### src/rtl/pm_pkg.sv
package pm_pkg;

  // Bank mask bit positions: [0] operand, [1] partial, [2] combined, [3] result
  localparam int BANK_OPND = 0;
  localparam int BANK_PART = 1;
  localparam int BANK_COMB = 2;
  localparam int BANK_RSLT = 3;

  function automatic logic [3:0] bank_mask(input int lat, input int var_sel);
    logic [3:0] m;
    case (lat)
      0:       m = 4'b0000;
      1:       m = (var_sel == 1) ? 4'b1000 : 4'b0001;
      2:       m = 4'b1001;
      3:       m = (var_sel == 1) ? 4'b1101 : 4'b1011;
      4:       m = 4'b1111;
      default: m = 4'b0000;
    endcase
    return m;
  endfunction

  function automatic bit cfg_ok(input int lat, input int var_sel,
                                input int aw, input int bw, input int split);
    bit ok;
    ok = (lat >= 0) && (lat <= 4);
    if (var_sel == 1) ok = ok && ((lat == 1) || (lat == 3));
    else if (var_sel != 0) ok = 1'b0;
    ok = ok && (split > 0) && (split < bw - 1) && (aw > 1);
    return ok;
  endfunction

endpackage

### src/rtl/pm_stage_reg.sv
module pm_stage_reg #(
  parameter int W  = 8,
  parameter bit EN = 1'b1
) (
  input  logic         clk,
  input  logic         clr,
  input  logic         ce,
  input  logic [W-1:0] d,
  output logic [W-1:0] q
);

  generate
    if (EN) begin : g_reg
      logic [W-1:0] q_r;
      logic         armed = 1'b0;

      always_ff @(posedge clk) begin
        if (clr)     q_r <= '0;
        else if (ce) q_r <= d;
      end

      always_ff @(posedge clk) begin
        if (clr) armed <= 1'b1;
      end

      assign q = q_r;

      // a stalled bank keeps its contents
      assert_bank_hold_R4: assert property (@(posedge clk) disable iff (clr || !armed)
        !ce |=> $stable(q_r));

      // clear empties the bank whatever ce is
      assert_bank_clear_R5: assert property (@(posedge clk) disable iff (!armed)
        clr |=> (q_r == '0));
    end else begin : g_wire
      logic unused_ctl;
      assign unused_ctl = ^{clk, clr, ce};
      assign q = d;
    end
  endgenerate

endmodule

### src/rtl/pm_split_mul.sv
module pm_split_mul #(
  parameter int AW    = 27,
  parameter int BW    = 27,
  parameter int SPLIT = 18,
  localparam int LO_W = AW + SPLIT + 1,
  localparam int HI_W = AW + BW - SPLIT
) (
  input  logic signed [AW-1:0]   a,
  input  logic signed [BW-1:0]   b,
  output logic signed [LO_W-1:0] pp_lo,
  output logic signed [HI_W-1:0] pp_hi
);

  logic signed [LO_W-1:0] a_lo_x, b_lo_x;
  logic signed [HI_W-1:0] a_hi_x, b_hi_x;
  logic signed [BW-SPLIT-1:0] b_top;

  assign b_top  = b[BW-1:SPLIT];
  assign a_lo_x = LO_W'(a);
  assign b_lo_x = LO_W'({1'b0, b[SPLIT-1:0]});
  assign a_hi_x = HI_W'(a);
  assign b_hi_x = HI_W'(b_top);

  assign pp_lo = a_lo_x * b_lo_x;
  assign pp_hi = a_hi_x * b_hi_x;

endmodule

### src/rtl/pm_combine.sv
module pm_combine #(
  parameter int AW    = 27,
  parameter int BW    = 27,
  parameter int SPLIT = 18,
  localparam int LO_W = AW + SPLIT + 1,
  localparam int HI_W = AW + BW - SPLIT,
  localparam int PW   = AW + BW
) (
  input  logic signed [LO_W-1:0] pp_lo,
  input  logic signed [HI_W-1:0] pp_hi,
  output logic signed [PW-1:0]   prod
);

  logic signed [PW-1:0] hi_shift, lo_ext;

  assign hi_shift = {pp_hi, {SPLIT{1'b0}}};
  assign lo_ext   = PW'(pp_lo);
  assign prod     = hi_shift + lo_ext;

endmodule

### src/rtl/pipe_mult27.sv
module pipe_mult27 #(
  parameter int A_W     = 27,
  parameter int B_W     = 27,
  parameter int SPLIT   = 18,
  parameter int LATENCY = 4,
  parameter int VARIANT = 0
) (
  input  logic                    clk,
  input  logic                    clr,
  input  logic                    ce,
  input  logic signed [A_W-1:0]   a_in,
  input  logic signed [B_W-1:0]   b_in,
  output logic signed [A_W+B_W-1:0] p_out
);
  import pm_pkg::*;

  localparam int   PW   = A_W + B_W;
  localparam int   LO_W = A_W + SPLIT + 1;
  localparam int   HI_W = A_W + B_W - SPLIT;
  localparam logic [3:0] MASK = bank_mask(LATENCY, VARIANT);
  localparam bit   EN_OPND = MASK[BANK_OPND];
  localparam bit   EN_PART = MASK[BANK_PART];
  localparam bit   EN_COMB = MASK[BANK_COMB];
  localparam bit   EN_RSLT = MASK[BANK_RSLT];

  generate
    if (!cfg_ok(LATENCY, VARIANT, A_W, B_W, SPLIT)) begin : g_bad_cfg
      $error("pipe_mult27: unsupported latency/variant or width setting");
    end
  endgenerate

  // operand bank
  logic [A_W+B_W-1:0]    opnd_d, opnd_q;
  logic signed [A_W-1:0] a_q;
  logic signed [B_W-1:0] b_q;

  assign opnd_d = {a_in, b_in};

  pm_stage_reg #(.W(A_W + B_W), .EN(EN_OPND)) u_opnd (
    .clk(clk), .clr(clr), .ce(ce), .d(opnd_d), .q(opnd_q));

  assign a_q = opnd_q[A_W+B_W-1:B_W];
  assign b_q = opnd_q[B_W-1:0];

  // split multiply and partial-product bank
  logic signed [LO_W-1:0] pp_lo, pp_lo_q;
  logic signed [HI_W-1:0] pp_hi, pp_hi_q;
  logic [LO_W+HI_W-1:0]   part_d, part_q;

  pm_split_mul #(.AW(A_W), .BW(B_W), .SPLIT(SPLIT)) u_split (
    .a(a_q), .b(b_q), .pp_lo(pp_lo), .pp_hi(pp_hi));

  assign part_d = {pp_hi, pp_lo};

  pm_stage_reg #(.W(LO_W + HI_W), .EN(EN_PART)) u_part (
    .clk(clk), .clr(clr), .ce(ce), .d(part_d), .q(part_q));

  assign pp_hi_q = part_q[LO_W+HI_W-1:LO_W];
  assign pp_lo_q = part_q[LO_W-1:0];

  // recombination, combined-product bank, result bank
  logic signed [PW-1:0] comb_p;
  logic [PW-1:0]        comb_q, rslt_q;

  pm_combine #(.AW(A_W), .BW(B_W), .SPLIT(SPLIT)) u_comb (
    .pp_lo(pp_lo_q), .pp_hi(pp_hi_q), .prod(comb_p));

  pm_stage_reg #(.W(PW), .EN(EN_COMB)) u_combreg (
    .clk(clk), .clr(clr), .ce(ce), .d(comb_p), .q(comb_q));

  pm_stage_reg #(.W(PW), .EN(EN_RSLT)) u_rslt (
    .clk(clk), .clr(clr), .ce(ce), .d(comb_q), .q(rslt_q));

  assign p_out = rslt_q;

  // ---------------- checks ----------------
  logic armed = 1'b0;
  always_ff @(posedge clk) begin
    if (clr) armed <= 1'b1;
  end

  logic signed [PW-1:0] ref_q, ref_in;
  assign ref_q  = PW'(a_q) * PW'(b_q);
  assign ref_in = PW'(a_in) * PW'(b_in);

  generate
    if (!EN_PART) begin : g_chk_direct
      // split-and-recombine equals the plain product
      assert_split_direct_R7: assert property (@(posedge clk) disable iff (!armed)
        comb_p == ref_q);
    end else begin : g_chk_piped
      // recombined partials equal the product of the operands one stage back
      assert_split_piped_R7: assert property (@(posedge clk) disable iff (!armed || clr)
        ($past(ce) && !$past(clr)) |-> (comb_p == $past(ref_q)));
    end
    if (LATENCY == 0) begin : g_chk_comb
      // no register on the path
      assert_comb_path_R6: assert property (@(posedge clk) disable iff (!armed)
        p_out == ref_in);
    end
  endgenerate

endmodule

### config.mk
export PLATFORM = sky130hd
export DESIGN_NAME = pipe_mult27
export DESIGN_NICKNAME = d
export VERILOG_FILES = /design/src/rtl/pm_pkg.sv /design/src/rtl/pm_stage_reg.sv /design/src/rtl/pm_split_mul.sv /design/src/rtl/pm_combine.sv /design/src/rtl/pipe_mult27.sv
export SDC_FILE = /design/constraint.sdc
export NUM_CORES = 2
export LEC_CHECK = 0
export BUFFER_PORTS_ARGS = -buffer_cell sky130_fd_sc_hd__buf_2
export CORE_ASPECT_RATIO = 1.25
export CORE_MARGIN = 5
export CORE_UTILIZATION = 59
export DETAILED_ROUTE_END_ITERATION = 10
export HOLD_SLACK_MARGIN = 0.06
export PLACE_DENSITY = 0.8
export SKIP_LAST_GASP = 1
export SYNTH_ARGS = -nofsm -noshare
export SYNTH_HDL_FRONTEND = slang
export SYNTH_SLANG_ARGS = --single-unit
### constraint.sdc
create_clock -name clk -period 9 [get_ports clk]
set_clock_uncertainty 0.1 [all_clocks]
set_input_delay 0.45 -clock clk [delete_from_list [all_inputs] [get_ports clk]]
set_output_delay 0.45 -clock clk [all_outputs]
set_load 0.05 [all_outputs]
# == Word level (Yosys, flattened, before mapping) ==
# Cells that the tools add are included.
# totals
regBits,244
input_bits,57
output_inout_bits,54
elab_cells,7
# classes
n_addsub,1
n_mul,2
# op_table
cell,count
adder 54 x 46 -> 54 bit,1
multiplier 27 x 19 -> 46 bit,1
multiplier 27 x 9 -> 36 bit,1

# == Logic depth before layout (Yosys ltp) ==
# depth
depth_word,1
ltp_mapped,26
ltp_nobuf,23

# == Cells and area by module ==
# Synthesis repeated with hierarchy kept, for this count alone.
# hier_totals
hier_cells,4025
area_unflattened_um2,36919.2
# modules_own_cells
mod,instances,cells_each,area_per_inst_um2,seq_area_each_um2
pm_split_mul,1,2954,25996.2,0.0
pm_stage_reg at u_combreg ...,3,174,1959.4,1081.0
pm_stage_reg at u_part,1,264,2985.4,1641.6
pm_combine,1,285,2059.5,0.0

# == Worst setup path before layout ==
# No wires, ideal clock.
# synth_path
kind,flip-flop to flip-flop
startpoint,"register u_opnd.g_reg.q_r[10], in the netlist u_opnd.q[10]"
endpoint,"register u_part.g_reg.q_r[43], in the netlist u_part.q[43]"
setup_ns,0.122
arrival_time_ns,6.752
required_ns,8.778
setup_slack_ns,2.026
stages_incl_launch_ff,25
path_buffers,2
synth_period_minus_slack_ns,6.974
path_cell_list,dfxtp_1 > clkbuf_1 > clkbuf_1 > nand2_1 > fa_1 > inv_1 > fa_1 > inv_1 > fa_1 > inv_1 > fa_1 > fa_1 > inv_1 > fa_1 > inv_1 > ha_1 > and3_4 > a211o_1 > a2111o_1 > a41o_1 > a221oi_4 > a21oi_1 > a41oi_1 > mux2_1 > a311o_1
# synth_between
elab_chain_cells,1
# synth_lines
item,line_no,source
from (decl),pm_stage_reg.sv:14,logic [W-1:0] q_r;
from (signal assigned),pm_stage_reg.sv:18,if (clr) q_r <= '0;
from (signal assigned),pm_stage_reg.sv:19,else if (ce) q_r <= d;
multiplier 27 x 19 -> 46 bit,pm_split_mul.sv:24,assign pp_lo = a_lo_x * b_lo_x;
to (signal assigned),pm_stage_reg.sv:18,
to (signal assigned),pm_stage_reg.sv:19,
to (decl),pm_stage_reg.sv:14,
# Every way passes these cells.
# A chain may end at the register's enable or synchronous reset.

# == Final worst setup path ==
# layout_path
startpoint,"register u_opnd.g_reg.q_r[34], in the netlist u_opnd.q[34]"
endpoint,"register u_part.g_reg.q_r[43], in the netlist u_part.q[43]"
# The elaborated chain is that of the path after synthesis.

==> metrics.txt <==
status finished clean; DR vias 26,900; Cell Pwr Density 111 nW/um2; crit end category flop; # nets final 4,981; GP Congestion 0.916; die area 66,400 um2; Routed WL 86,000 um; placed cells 4,782; total CTS buffers 25; Port-buffer cells 110; Overflow after GRT 0; slowest stage delay, CP 1.07 ns; cell taking the most area after synthesis fa_1; top post-synthesis cells by area fa_1, dfxtp_1, inv_1; number of distinct library cells after synthesis 74; clock-pin slew on the worst setup and hold paths 0.08 ns; Max Root-Sink Buffers 3; DIE HEIGHT 287 um; top-count cell post-synth inv_1; final setup TNS 0 ns; Die Wd 231 um; Hold Fails Final Rpt 0; Hold WS 0.0626 ns; area fraction of the dominant cell type after synthesis 37.3%; global-route wire length before repair 145,000 um; register area share after synthesis 13.5%; Commonest cells post-synth inv_1, fa_1, and2_1, nand2_1, nor2_1; drt first pass iters 5; row cnt 101; CTS Sinks 244; crit share post-route 86.8%; P_leak 19.8 nW; initial antenna violation count 2; syn_area_per_cell 9.00 um2; layout cells sized above 1 5.54%; Initial DRC Count 1,517; Worst Setup Start Kind flop; crit path max fanout 28; clock power share 26.0%; CTS tree done; Post-CTS Resized 0; DP Area 37,300 um2; Hold Path Class input pin to flop; syn nets 4,975; Post-Syn Instances 4,018; DRC viols 0; Worst-Margin Slew 1.34 ns; Max-cap violations 0; slew margin rel. 10.8%; largest net degree at the start of global routing 128; drt wl/cell 17.7 um; NetSw 0.00175 W; CP max stage cell dfxtp_1; Post-DP HPWL 67,700 um; # IOs 111; synth warn 0; Achievable Freq 128 MHz; RSZ-0062 raised after global routing false; R2R setup slack 1.19 ns; worst vdd ir 0.187 mV; final core occ 63.4%; Final Non-Filler Cells 4,868; Final min period 7.81 ns; Area Growth Syn to Fin 6.63%; Top FF cell, synth dfxtp_1; vias in the first global route 28,800; Total GRT Usage 26.6%; Worst Path Required 9.36 ns; fin. max-slew vios 0; starting density of the core 59.5%; total internal power 0.00254 W; critical path class flop to flop; CTS Root Cell clkbuf_16; Flop pwr share 31.2%; async set-reset flop share out of synthesis 0%; total core area 60,800 um2; worst skew pair latency 0.56 ns; crit-path cells nand2_1 > fa_1 > inv_1 > fa_1 > inv_1 > fa_1 > inv_1 > fa_1 > fa_1 > inv_1 > fa_1 > inv_1 > ha_1 > nor2b_1 > a211o_1 > a2111o_1 > a41o_1 > a221oi_4 > a21oi_1 > a41oi_1 > mux2_1 > a311o_1; fin area 38,500 um2; synthesis-stage register bit count 244; DR vias/cell 5.52; number of flops mapped to enable cells by yosys 0; logic gate share of total power 42.8%; Critical Path AT 8.17 ns; H-tree depth 1; synthesized area 36,200 um2; final setup violating endpoints 0; CP dominant cell by count fa_1; ANT nets after route 0; Sw Share 40.8%
==> per-stage QoR <==
stage	total power, W	worst slack [ns]
after detailed placement	0.00314	1.27
after CTS	0.00429	1.25
after global routing	0.00458	0.849
after global placement	0.00312	1.42
after floorplan	0.00263	2.03
final	0.00429	1.19
==> per-layer routing <==
layer / part of all wire, % / global-route usage [%] / wire [um]
met1: 40 / 33.9 / 34100
met2: 50 / 46.5 / 42900
met3: 6.7 / 3.76 / 5790
met4: 3.8 / 9.45 / 3250
met5: 0.015 / 0 / 13
==> timing repair <==
action / 4_1_cts / 5_1_grt
hold buffers: 39 / 0
setup buffers: 0 / 0
hold endpoints to repair: 39 / 0
==> cells in the final DEF (no fill, tap or decap), types with 32 or more instances in the layout <==
cell           synthesis  final
inv_1                798    798
fa_1                 674    674
and2_1               414    414
nand2_1              368    368
nor2_1               260    260
dfxtp_1              244    244
ha_1                 226    226
mux2i_1              183    183
buf_2                  2    108
a21oi_1               98     98
xnor2_1               54     54
o21ai_0               51     51
a21o_1                49     49
buf_4                  0     46
dlygate4sd3_1          0     39
nand2b_1              35     35
xor2_1                32     32
==> critical path, delay by kind of cell, from the launching register on <==
kind                       cells  cell delay [ns]
DFF                            1             1.07
and+or+nand+nor                2             0.42
adders and majority gates      7             3.42
muxes                          1             0.34
buffers and inverters          5             0.28
AOI/OAI and AO/OA              7             2.09
==> logic make-up (layout without fill, tap and decap cells) <==
group	Yosys count	count (layout)	share of synthesized area, %
adder cells (fa/ha/maj)	900	900	45.1
AND/OR/NAND/NOR	1225	1225	16.7
multiplexers	185	185	5.13
XOR/XNOR	86	86	2.08
other	0	1	0
buffers and inverters	1016	1041	10.6
AO/OA/AOI/OAI	362	362	6.83
flip-flops	244	244	13.5
==> area by class of cell <==
class / count / area, um2
diodes: 1 / 2.50
flip-flops and latches: 244 / 4880
well taps: 824 / 1030
repair buffers: 196 / 1330
clock buffers: 28 / 657
inverters: 799 / 3000
multi-input cells: 2758 / 27500
clock inverters: 18 / 200
fillers: 4903 / 22200
==> power by group through the flow <==
stage,combinational [W],sequential [W],clock (W)
5_1_grt,0.00206,0.00135,0.00117
2_1_floorplan,0.00134,0.00129,0
4_1_cts,0.00183,0.00133,0.00113
3_5_place_dp,0.00178,0.00136,0
6_report,0.00184,0.00134,0.00111
3_3_place_gp,0.00176,0.00135,0
==> worst paths after layout <==
check,start,endpoint,cells past startpoint
setup / recovery,u_opnd.q[34],u_part.q[43],22
hold / removal,a_in[1],u_opnd.q[28],3
setup reg to reg,u_opnd.q[34],u_part.q[43],22
hold reg to reg,u_combreg.q[42],u_combreg.q[42],2
==> registers in the layout (all words and copies together), names as in the netlist <==
register and flops:
u_part.q 82, u_rslt.q 54, u_opnd.q 54, u_combreg.q 54
Note: power is estimated with default switching activity, not from simulation.
